## config.mk

```make
export PLATFORM = sky130hd
export DESIGN_NAME = agen_top
export DESIGN_NICKNAME = d
export VERILOG_FILES = /design/src/rtl/agen_pkg.sv /design/src/rtl/agen_index_unit.sv /design/src/rtl/agen_incr_unit.sv /design/src/rtl/agen_pair_unit.sv /design/src/rtl/agen_conflict_chk.sv /design/src/rtl/agen_top.sv
export SDC_FILE = /design/constraint.sdc
export NUM_CORES = 1
export LEC_CHECK = 0
export BUFFER_PORTS_ARGS = -buffer_cell sky130_fd_sc_hd__buf_2
export CORE_UTILIZATION = 35
export CTS_CLUSTER_DIAMETER = 50
export DETAILED_ROUTE_END_ITERATION = 10
export SLEW_MARGIN = 0
export SYNTH_ARGS = -nofsm -noshare
export SYNTH_HDL_FRONTEND = slang
export SYNTH_HIERARCHICAL = 1
export SYNTH_SLANG_ARGS = --single-unit
```

## constraint.sdc

```tcl
create_clock -name clk -period 5.3 [get_ports clk]
set_input_delay 0.53 -clock clk [delete_from_list [all_inputs] [get_ports clk]]
set_output_delay 0.53 -clock clk [all_outputs]
set_load 0.005 [all_outputs]
```

## src/rtl/agen_pkg.sv

```systemverilog
// Shared operation-form encoding for the address generator.
package agen_pkg;
    typedef enum logic [1:0] {
        AM_INDEX   = 2'd0,
        AM_PREINC  = 2'd1,
        AM_POSTINC = 2'd2,
        AM_PAIR    = 2'd3
    } agen_mode_e;
endpackage

```

## src/rtl/agen_index_unit.sv

```systemverilog
// Scaled register+register address. Assumes XLEN >= 32; when XLEN is
// exactly 32 the zero-extension choice makes no difference.
module agen_index_unit #(
    parameter int XLEN = 64,
    parameter int SCW  = 2
) (
    input  logic [XLEN-1:0] base,
    input  logic [XLEN-1:0] index,
    input  logic [SCW-1:0]  scale,
    input  logic            zext,
    output logic [XLEN-1:0] addr
);
    logic [XLEN-1:0] idx_eff;

    generate
        if (XLEN > 32) begin : g_wide
            // Pick full index or zero-extended low word.
            always_comb idx_eff = zext ? {{(XLEN-32){1'b0}}, index[31:0]} : index;
        end else begin : g_narrow
            // Narrow datapath: the low word is the whole index.
            always_comb idx_eff = index;
        end
    endgenerate

    // Add the scaled index to the base.
    always_comb addr = base + (idx_eff << scale);
endmodule

```

## src/rtl/agen_incr_unit.sv

```systemverilog
// Auto-increment form: signed immediate scaled by a shift, applied either
// before the access (pre) or only to the written-back base (post).
module agen_incr_unit #(
    parameter int XLEN = 64,
    parameter int IMMW = 5,
    parameter int SCW  = 2
) (
    input  logic [XLEN-1:0] base,
    input  logic [IMMW-1:0] imm,
    input  logic [SCW-1:0]  scale,
    input  logic            pre,
    output logic [XLEN-1:0] addr,
    output logic [XLEN-1:0] wb
);
    logic [XLEN-1:0] imm_sx;
    logic [XLEN-1:0] offset;

    // Sign-extend and scale the immediate.
    always_comb begin
        imm_sx = {{(XLEN-IMMW){imm[IMMW-1]}}, imm};
        offset = imm_sx << scale;
    end

    // Updated base; access uses it only in the pre form.
    always_comb begin
        wb   = base + offset;
        addr = pre ? wb : base;
    end
endmodule

```

## src/rtl/agen_pair_unit.sv

```systemverilog
// Paired access: first address is base plus a field scaled by twice the
// element size, second is the next element.
module agen_pair_unit #(
    parameter int XLEN = 64,
    parameter int FW   = 2
) (
    input  logic [XLEN-1:0] base,
    input  logic [FW-1:0]   field,
    input  logic            dword,
    output logic [XLEN-1:0] addr0,
    output logic [XLEN-1:0] addr1
);
    localparam int SH_DW   = 4;
    localparam int SH_W    = 3;
    localparam int ELEM_DW = 8;
    localparam int ELEM_W  = 4;

    logic [XLEN-1:0] field_x;
    logic [XLEN-1:0] step;

    // Widen the offset field and pick element step.
    always_comb begin
        field_x = {{(XLEN-FW){1'b0}}, field};
        step    = dword ? XLEN'(ELEM_DW) : XLEN'(ELEM_W);
    end

    // Form both addresses.
    always_comb begin
        addr0 = base + (dword ? (field_x << SH_DW) : (field_x << SH_W));
        addr1 = addr0 + step;
    end
endmodule

```

## src/rtl/agen_conflict_chk.sv

```systemverilog
// Register-number conflict rules for loads. Stores are never flagged;
// indexed forms have no conflict rule.
module agen_conflict_chk #(
    parameter int REGW = 5
) (
    input  agen_pkg::agen_mode_e mode,
    input  logic                 is_load,
    input  logic [REGW-1:0]      rs1,
    input  logic [REGW-1:0]      rd,
    input  logic [REGW-1:0]      rd2,
    output logic                 bad
);
    import agen_pkg::*;

    // Evaluate the rule that applies to the current form.
    always_comb begin
        unique case (mode)
            AM_PREINC, AM_POSTINC: bad = is_load && (rs1 == rd);
            AM_PAIR:               bad = is_load && ((rs1 == rd) || (rs1 == rd2) || (rd == rd2));
            default:               bad = 1'b0;
        endcase
    end
endmodule

```

## src/rtl/agen_top.sv

```systemverilog
// Address generator top: selects the unit for the requested form, applies
// the conflict rule and registers all results one cycle after the request.
// Assumes a request is a single-cycle pulse with stable operands.
module agen_top #(
    parameter int XLEN = 64,
    parameter int REGW = 5,
    parameter int IMMW = 5,
    parameter int SCW  = 2,
    parameter int FW   = 2
) (
    input  logic            clk,
    input  logic            rst_n,
    input  logic            req_valid,
    input  logic [1:0]      op_mode,
    input  logic            is_load,
    input  logic            idx_zext,
    input  logic            pair_dw,
    input  logic [XLEN-1:0] base,
    input  logic [XLEN-1:0] index,
    input  logic [IMMW-1:0] imm5,
    input  logic [SCW-1:0]  scale,
    input  logic [FW-1:0]   sh2,
    input  logic [REGW-1:0] rs1,
    input  logic [REGW-1:0] rd,
    input  logic [REGW-1:0] rd2,
    output logic            out_valid,
    output logic [XLEN-1:0] addr0,
    output logic [XLEN-1:0] addr1,
    output logic            addr1_en,
    output logic [XLEN-1:0] wb_value,
    output logic            wb_en,
    output logic            illegal
);
    import agen_pkg::*;

    agen_mode_e      mode;
    logic [XLEN-1:0] idx_addr;
    logic [XLEN-1:0] inc_addr, inc_wb;
    logic [XLEN-1:0] pr_addr0, pr_addr1;
    logic            bad;
    logic [XLEN-1:0] nx_addr0;
    logic            nx_wb_en, nx_a1_en;

    // Give the raw mode field its enumerated type.
    always_comb mode = agen_mode_e'(op_mode);

    agen_index_unit #(.XLEN(XLEN), .SCW(SCW)) u_idx (
        .base(base), .index(index), .scale(scale), .zext(idx_zext), .addr(idx_addr)
    );

    agen_incr_unit #(.XLEN(XLEN), .IMMW(IMMW), .SCW(SCW)) u_inc (
        .base(base), .imm(imm5), .scale(scale), .pre(mode == AM_PREINC),
        .addr(inc_addr), .wb(inc_wb)
    );

    agen_pair_unit #(.XLEN(XLEN), .FW(FW)) u_pair (
        .base(base), .field(sh2), .dword(pair_dw), .addr0(pr_addr0), .addr1(pr_addr1)
    );

    agen_conflict_chk #(.REGW(REGW)) u_chk (
        .mode(mode), .is_load(is_load), .rs1(rs1), .rd(rd), .rd2(rd2), .bad(bad)
    );

    // Choose the first address and the enables for the current form.
    always_comb begin
        unique case (mode)
            AM_INDEX:              nx_addr0 = idx_addr;
            AM_PREINC, AM_POSTINC: nx_addr0 = inc_addr;
            default:               nx_addr0 = pr_addr0;
        endcase
        nx_wb_en = ((mode == AM_PREINC) || (mode == AM_POSTINC)) && !bad;
        nx_a1_en = (mode == AM_PAIR) && !bad;
    end

    // Register results; flags only follow a live request.
    always_ff @(posedge clk) begin
        if (!rst_n) begin
            out_valid <= 1'b0;
            addr0     <= '0;
            addr1     <= '0;
            wb_value  <= '0;
            wb_en     <= 1'b0;
            addr1_en  <= 1'b0;
            illegal   <= 1'b0;
        end else begin
            out_valid <= req_valid;
            wb_en     <= req_valid && nx_wb_en;
            addr1_en  <= req_valid && nx_a1_en;
            illegal   <= req_valid && bad;
            if (req_valid) begin
                addr0    <= nx_addr0;
                addr1    <= pr_addr1;
                wb_value <= inc_wb;
            end
        end
    end

    // results follow the request by one clock.
    a_r1_valid_follows: assert property (@(posedge clk) disable iff (!rst_n)
        req_valid |=> out_valid);
    a_r1_idle_quiet: assert property (@(posedge clk) disable iff (!rst_n)
        !req_valid |=> (!out_valid && !wb_en && !addr1_en && !illegal));
    // in the update-before form, the access uses the updated base.
    a_r5_pre_match: assert property (@(posedge clk) disable iff (!rst_n)
        (req_valid && op_mode == 2'd1) |=> (addr0 == wb_value));
    // in the update-after form, the access uses the old base.
    a_r6_post_base: assert property (@(posedge clk) disable iff (!rst_n)
        (req_valid && op_mode == 2'd2) |=> (addr0 == $past(base)));
    // an increment load onto its own base register is rejected.
    a_r7_inc_conflict: assert property (@(posedge clk) disable iff (!rst_n)
        (req_valid && op_mode[1] != op_mode[0] && is_load && rs1 == rd) |=> (illegal && !wb_en));
    // the second pair address lies one element above the first.
    a_r8_pair_step: assert property (@(posedge clk) disable iff (!rst_n)
        addr1_en |-> ((addr1 - addr0 == XLEN'(8)) || (addr1 - addr0 == XLEN'(4))));
    // a flagged request enables nothing.
    a_r9_illegal_quiet: assert property (@(posedge clk) disable iff (!rst_n)
        illegal |-> (!wb_en && !addr1_en));
    // writeback and the second address never appear together.
    a_r10_exclusive: assert property (@(posedge clk) disable iff (!rst_n)
        !(wb_en && addr1_en));
endmodule

```

==> impl_metrics.yaml, run 1 <==
status:
  status: "completed"
routing:
  first_pass_iters: 5
  detail-route-antenna-nets: 0
  routed_wirelength_microns: 87150
  drt-initial-drc-count: 2116
  vias: 22150
  viasPerCell: 5.839
  drcViolationCount: 0
  wire_per_inst_microns: 22.98
power:
  leakage_nw: 10.77
  p_int_w: 0.003420
  power_frac_comb_pct: 46.0
  pwr-share-clk_pct: 24.9
  pwr_density_cell_nw_per_um2: 226.3
  p_total_w: 0.005792
  switching_share_pct: 40.96
  power_frac_seq_pct: 29.1
  ir_drop_v: 0.0002639
  power.switching_w: 0.002372
cells_and_area:
  finalNetCount: 3225
  drive_gt1_share_pct: 24.36
  fillCellCount: 6566
  syn2layout_area_growth_pct: 13.34
setup_path:
  r2r_start: "addr0[46]"
  startpoint_type: "primary input"
  worstSetupPathType: "in -> reg"
  worstPathRequired_ns: 5.74
  endpoint_kind: "register"
  r2r_cells: 2
  arrival_ns: 5.02
  rrSetupSlack_ns: 4.44
  startpoint: "pair_dw"
  critPathMaxFanout: 8
synthesis:
  synth_common_cells: "dfxtp_1 (196), nor2b_1 (175), a21oi_1 (168), nand2_1 (168), xnor2_1 (156)"
  netlist_area_sq_um: 22580
  synth_top_flop_cell: "dfxtp_1"
  synth_top_area_share_pct: 17.38
  async_flop_share_pct: 0
  synth.avg_cell_area_sq_um: 8.478
  ys_seq_area_share_pct: 17.38
  ys_ff_latch: 196
  yosysMostFrequentCell: "dfxtp_1"
  syn-num-nets: 2962
  yosys.area.top_type: "dfxtp_1"
  synth_warnings: 6
  yosysUniqueCellTypes: 113
  synthCells: 2663
  synth_edf_count: 0
  synth_area_leaders: "dfxtp_1 (17%), ha_1 (7.5%), mux2i_1 (6.2%), xnor2_1 (6.1%), mux4_2 (5.6%)"
timing:
  timing.final.ws_setup_ns: 0.7215
  relSlewSlack_pct: 38.36
  final.setup.tns_ns: 0
  drv_slew: 0
  period_share_pct: 86.39
  fin_skew_ns: 0
  finalCriticalPeriod_ns: 4.578
  fmax_mhz: 218.4
  finalSetupViolCount: 0
  hold_violations: 0
  rsz0062_at_grt: "no"
  worstMarginPinSlew_ns: 0.9170
global_route:
  grtUsageMet2_pct: 38.33
  grt_max_degree: 85
  grt_usage_pct: 25.60
  antenna_found_initial: 12
  grt_pass1_wl_microns: 128900
  overflow: 0
  grt_pass1_vias: 20430
  grt_use_met1_pct: 36.07
  grt.busiest_layer: "met2"
  grtUsageMet3_pct: 5.179
placement:
  dp_slack_ns: 0.3586
  portBuffers: 355
  place_hpwl_microns: 70580
  place.gp.congestion: 0.9645
clocking:
  cts_resized: 0
  cts_tree: "yes"
  htreeDepth: 4
  clk_pin_slew_worst_paths_ns: 0.08
  clkLatencyLatePin_ns: 0.50
  cts_buffers: 17
  postCtsSetupRepairBufs: 0
  postCtsHoldBufs: 0
  clock-sinks: 196
  root_buffer: "clkbuf_16"
  clock_path_buffers: 2
floorplanning:
  rows: 92
  initial_core_util_pct: 35.60
  die_area_sq_um: 65530
  die_w_microns: 256.0
  core_sq_um: 63430
  dieHeight_microns: 256.0
  io_pins: 356
flow_run:
  maxCapViolations: 0
worst_hold_path:
  hold_start: "base[0]"
  holdPathStages: 3
  hp-class: "in -> reg"
cells by family after synthesis:
group	Yosys count	share of synthesized area [%]
buffers and inverters	256	5.808
adder cells (fa/ha/maj)	139	7.803
flip-flops	196	17.38
AND/OR/NAND/NOR	909	22.64
multiplexers	248	14.39
AO/OA/AOI/OAI	674	22.64
XOR/XNOR	241	9.349
routing by layer:
metal  routed length, microns  part of all wire (%)
met2                    37550                    43
met1                    39870                    46
met3                     6868                   7.9
met4                     2809                   3.2
met5                       48                 0.055
flip-flops by register name, indices dropped and copies added (netlist names):
signal and cells:
addr0 64, addr1 64, wb_value 64, addr1_en 1, illegal 1, out_valid 1, wb_en 1
path summary, 6_finish.rpt:
path                                  end
worst max-delay path            addr1[59]
worst max register to register  addr0[46]
worst min-delay path             addr1[0]
worst min register to register   addr1[7]
placed cells by master, fill, tap and decap left out, types with 56 or more instances in the layout:
| cell | netlist | routed |
|---|---|---|
| xnor2_1 | 156 | 156 |
| nor2_1 | 150 | 150 |
| a21o_1 | 66 | 66 |
| mux2i_1 | 140 | 140 |
| nor2b_1 | 175 | 175 |
| nand4_1 | 57 | 57 |
| mux4_2 | 56 | 56 |
| o22ai_1 | 70 | 70 |
| buf_4 | 23 | 66 |
| a21oi_1 | 168 | 168 |
| buf_2 | 60 | 352 |
| xor2_1 | 85 | 85 |
| a221oi_2 | 62 | 62 |
| inv_1 | 80 | 80 |
| nor3b_1 | 69 | 69 |
| dfxtp_1 | 196 | 196 |
| o21ai_0 | 77 | 77 |
| nand2_1 | 168 | 168 |
| nand3_1 | 62 | 62 |
| ha_1 | 136 | 134 |
through the flow:
step	instances	util [%]	hold slack, ns	instance area [sq um]
after floorplan	2663	-	0.5073	22580
after global routing	3791	40.34	0.4137	25580
after detailed placement	3753	39.34	0.4971	24950
after global placement	3753	39.34	0.4923	24950
after CTS	3785	40.31	0.3520	25570
final	3793	40.35	0.3951	25590
power groups by stage:
| stage | clock network (W) | logic, W | registers, W |
|---|---|---|---|
| floorplan | 0 | 0.00176 | 0.00172 |
| global placement | 0 | 0.00261 | 0.00172 |
| detailed placement | 0 | 0.00262 | 0.00172 |
| CTS | 0.00148 | 0.00263 | 0.00169 |
| global route | 0.00153 | 0.00286 | 0.00170 |
| finish | 0.00144 | 0.00266 | 0.00169 |
worst max-delay path, cell delays in order:
cell and delay, ns:
buf_2 0.15, nor2b_1 0.14, ha_1 0.21, inv_1 0.06
fa_1 0.47, nand2b_1 0.27, a2111oi_0 0.59, buf_4 0.22
nand4b_1 0.12, a31o_1 0.28, nor4b_1 0.50, nand4b_1 0.16
buf_4 0.22, or3_1 0.48, nor3_1 0.21, xor2_1 0.19
mux2i_1 0.09, nor2b_1 0.12
area by class of cell:
cell class	instances	area [sq um]	share of cell area [%]
clock buffer	18	429.2	1.677
clock inverter	14	187.7	0.7334
inverter	80	300.3	1.173
antenna	8	20.02	0.07823
multi-input combinational	2211	17380	67.91
timing repair buffer	420	2292	8.958
tap	846	1059	4.137
sequential	196	3924	15.33
Note: power is estimated with default switching activity, not from simulation.
==> inputs of run 2 (changes only) <==
ABC_AREA = 1   (was default)
RECOVER_POWER = 100   (was default)
REMOVE_ABC_BUFFERS = 1   (was default)
==> impl_metrics.yaml, run 2 <==
status:
  status: "finished, violations left"
  violations: "max-capacitance violations, max-slew violations"
power:
  leakage_nw: 17.40
  p_total_w: 0.006072
  pwr_density_cell_nw_per_um2: 198.7
  ir_drop_v: 0.0002390
global_route:
  grt_use_met1_pct: 40.93
  grt_max_degree: 107
  grt_usage_pct: 31.52
  overflow: 0
  grt_pass1_vias: 31240
  grtUsageMet2_pct: 52.73
  grt_pass1_wl_microns: 190900
  grt.busiest_layer: "met2"
  antenna_found_initial: 4
  grtUsageMet3_pct: 3.382
setup_path:
  startpoint_type: "primary input"
  endpoint_kind: "register"
  worstSetupPathType: "in -> reg"
  arrival_ns: 4.89
  worstPathRequired_ns: 5.71
  critPathMaxFanout: 27
clocking:
  clock_path_buffers: 2
  postCtsHoldBufs: 0
  clock-sinks: 196
  postCtsSetupRepairBufs: 0
  clkLatencyLatePin_ns: 0.49
  cts_buffers: 17
  cts_resized: 0
  root_buffer: "clkbuf_16"
  htreeDepth: 4
  cts_tree: "yes"
  clk_pin_slew_worst_paths_ns: 0.08
floorplanning:
  dieHeight_microns: 283.2
  core_sq_um: 77850
  rows: 102
  die_area_sq_um: 80210
  io_pins: 356
  die_w_microns: 283.2
  initial_core_util_pct: 35.55
timing:
  rsz0062_at_grt: "no"
  relSlewSlack_pct: -92.49
  fmax_mhz: 223.2
  finalCriticalPeriod_ns: 4.481
  hold_violations: 0
  worstMarginPinSlew_ns: 2.887
  period_share_pct: 84.54
  fin_skew_ns: 0
  final.setup.tns_ns: 0
  timing.final.ws_setup_ns: 0.8195
  drv_slew: 186
  finalSetupViolCount: 0
synthesis:
  synth_top_flop_cell: "dfxtp_1"
  synthAdderAreaFrac_pct: 6.365
  synth.avg_cell_area_sq_um: 5.190
  yosysMostFrequentCell: "nand2_1"
  synth_edf_count: 0
  synth_compound_area_share_pct: 9.217
  synth_top_area_share_pct: 29.14
  synth-simple-area-share_pct: 50.07
  ys_seq_area_share_pct: 14.18
  synth_area_leaders: "nand2_1 (29%), dfxtp_1 (14%), inv_1 (11%), nor2_1 (8.9%), ha_1 (6.1%)"
  synth_warnings: 6
  ys_ff_latch: 196
  synth_xor_area_share_pct: 3.725
  synth_top_family_by_area: "simple AND/OR/NAND/NOR gates"
  netlist_area_sq_um: 27680
  yosysUniqueCellTypes: 40
  yosys.area.top_type: "nand2_1"
  async_flop_share_pct: 0
  synth_common_cells: "nand2_1 (2149), inv_1 (811), nor2_1 (654)"
  synthCells: 5333
  synth.area.mux_share_pct: 2.351
routing:
  drcViolationCount: 0
  first_pass_iters: 6
  routed_wirelength_microns: 130400
  drt-initial-drc-count: 3185
  detail-route-antenna-nets: 0
  viasPerCell: 5.075
  wire_per_inst_microns: 19.61
  vias: 33740
flow_run:
  maxCapViolations: 3
cells_and_area:
  fin_cells: 6647
  finalNetCount: 5891
  layout_commonest_cell: "nand2_1"
  final_util_pct: 39.25
  syn2layout_area_growth_pct: 10.39
  layout_common_cells: "nand2_1 (2160), inv_1 (811), nor2_1 (672)"
  drive_gt1_share_pct: 9.277
  reg.largest.list: "addr0 x64, addr1 x64, wb_value x64"
placement:
  place.gp.congestion: 1.021
  place_hpwl_microns: 109500
  dp_slack_ns: 1.097
  placed_cells: 6613
  portBuffers: 355
worst_hold_path:
  hp-class: "in -> reg"
-- run 2: cell types whose count changed in the layout (fill, tap and decap cells not counted), sizes merged, moves of 70 or more --
cell and change:
o22ai -70, o21ai +160, mux2i -75, nor2 +589, nor2b -175, nand2 +2041, xnor2 -139, nand3 +182
clkbuf +107, inv +766, a221oi -71, buf -151
-- run 2: critical path, cell delays in order --
cell	delay, ns
buf_2	0.12
clkbuf_1	1.26
inv_1	0.27
nand2_1	0.15
o21ai_0	0.11
ha_1	0.37
nand2_1	0.13
nor2_1	0.21
nand2_1	0.08
inv_1	0.07
nand2_1	0.05
nand2_1	0.14
nand2_1	0.08
nand2_1	0.29
xor2_2	0.32
nand2_1	0.09
nand2_1	0.07
nand2_1	0.05
nand2_1	0.10
nand2_1	0.17
a21oi_1	0.20
-- run 2: layout make-up --
cell class	count	area, sq um
fillers	9268	47300
diodes	2	5.005
clock inverters	13	136.4
inverters	849	3192
flip-flops and latches	196	3924
well taps	1040	1301
clock buffers	19	452.9
repair buffers	375	1808
multi-input cells	4153	19730
-- run 2: metrics by stage --
step	area, sq um	hold slack, ns
after floorplan	26960	0.4870
after global placement	30240	0.4702
after detailed placement	30240	0.4774
after CTS	30830	0.3515
after global routing	30550	0.4006
final	30550	0.3885
-- run 2: path summary, 6_finish.rpt --
check	start	to	slack, ns	cells past startpoint
hold / removal	base[0]	addr1[0]	0.39	3
hold reg to reg	wb_value[48]	wb_value[48]	0.49	2
setup / recovery	scale[1]	addr0[29]	0.82	21
setup reg to reg	addr0[45]	addr0[45]	4.43	2
-- run 2: kinds of logic after synthesis --
group / count (synthesis)
XOR/XNOR: 113
buffers and inverters: 984
AO/OA/AOI/OAI: 482
flip-flops: 196
adder cells (fa/ha/maj): 139
AND/OR/NAND/NOR: 3354
multiplexers: 65
-- run 2: where the power goes --
group | switching (W) | internal (W) | total (W)
clock network | 0.000709 | 0.000691 | 0.00140
logic | 0.00210 | 0.000889 | 0.00299
registers | 0.0000858 | 0.00160 | 0.00168
total | 0.00289 | 0.00318 | 0.00607
-- run 2: metal layers --
metal	vias to the layer above	part of all wire, %
met3	212	6.6
met5	-	0.0084
met2	1256	46
met4	2	4.5
met1	15470	43
li1	16790	-
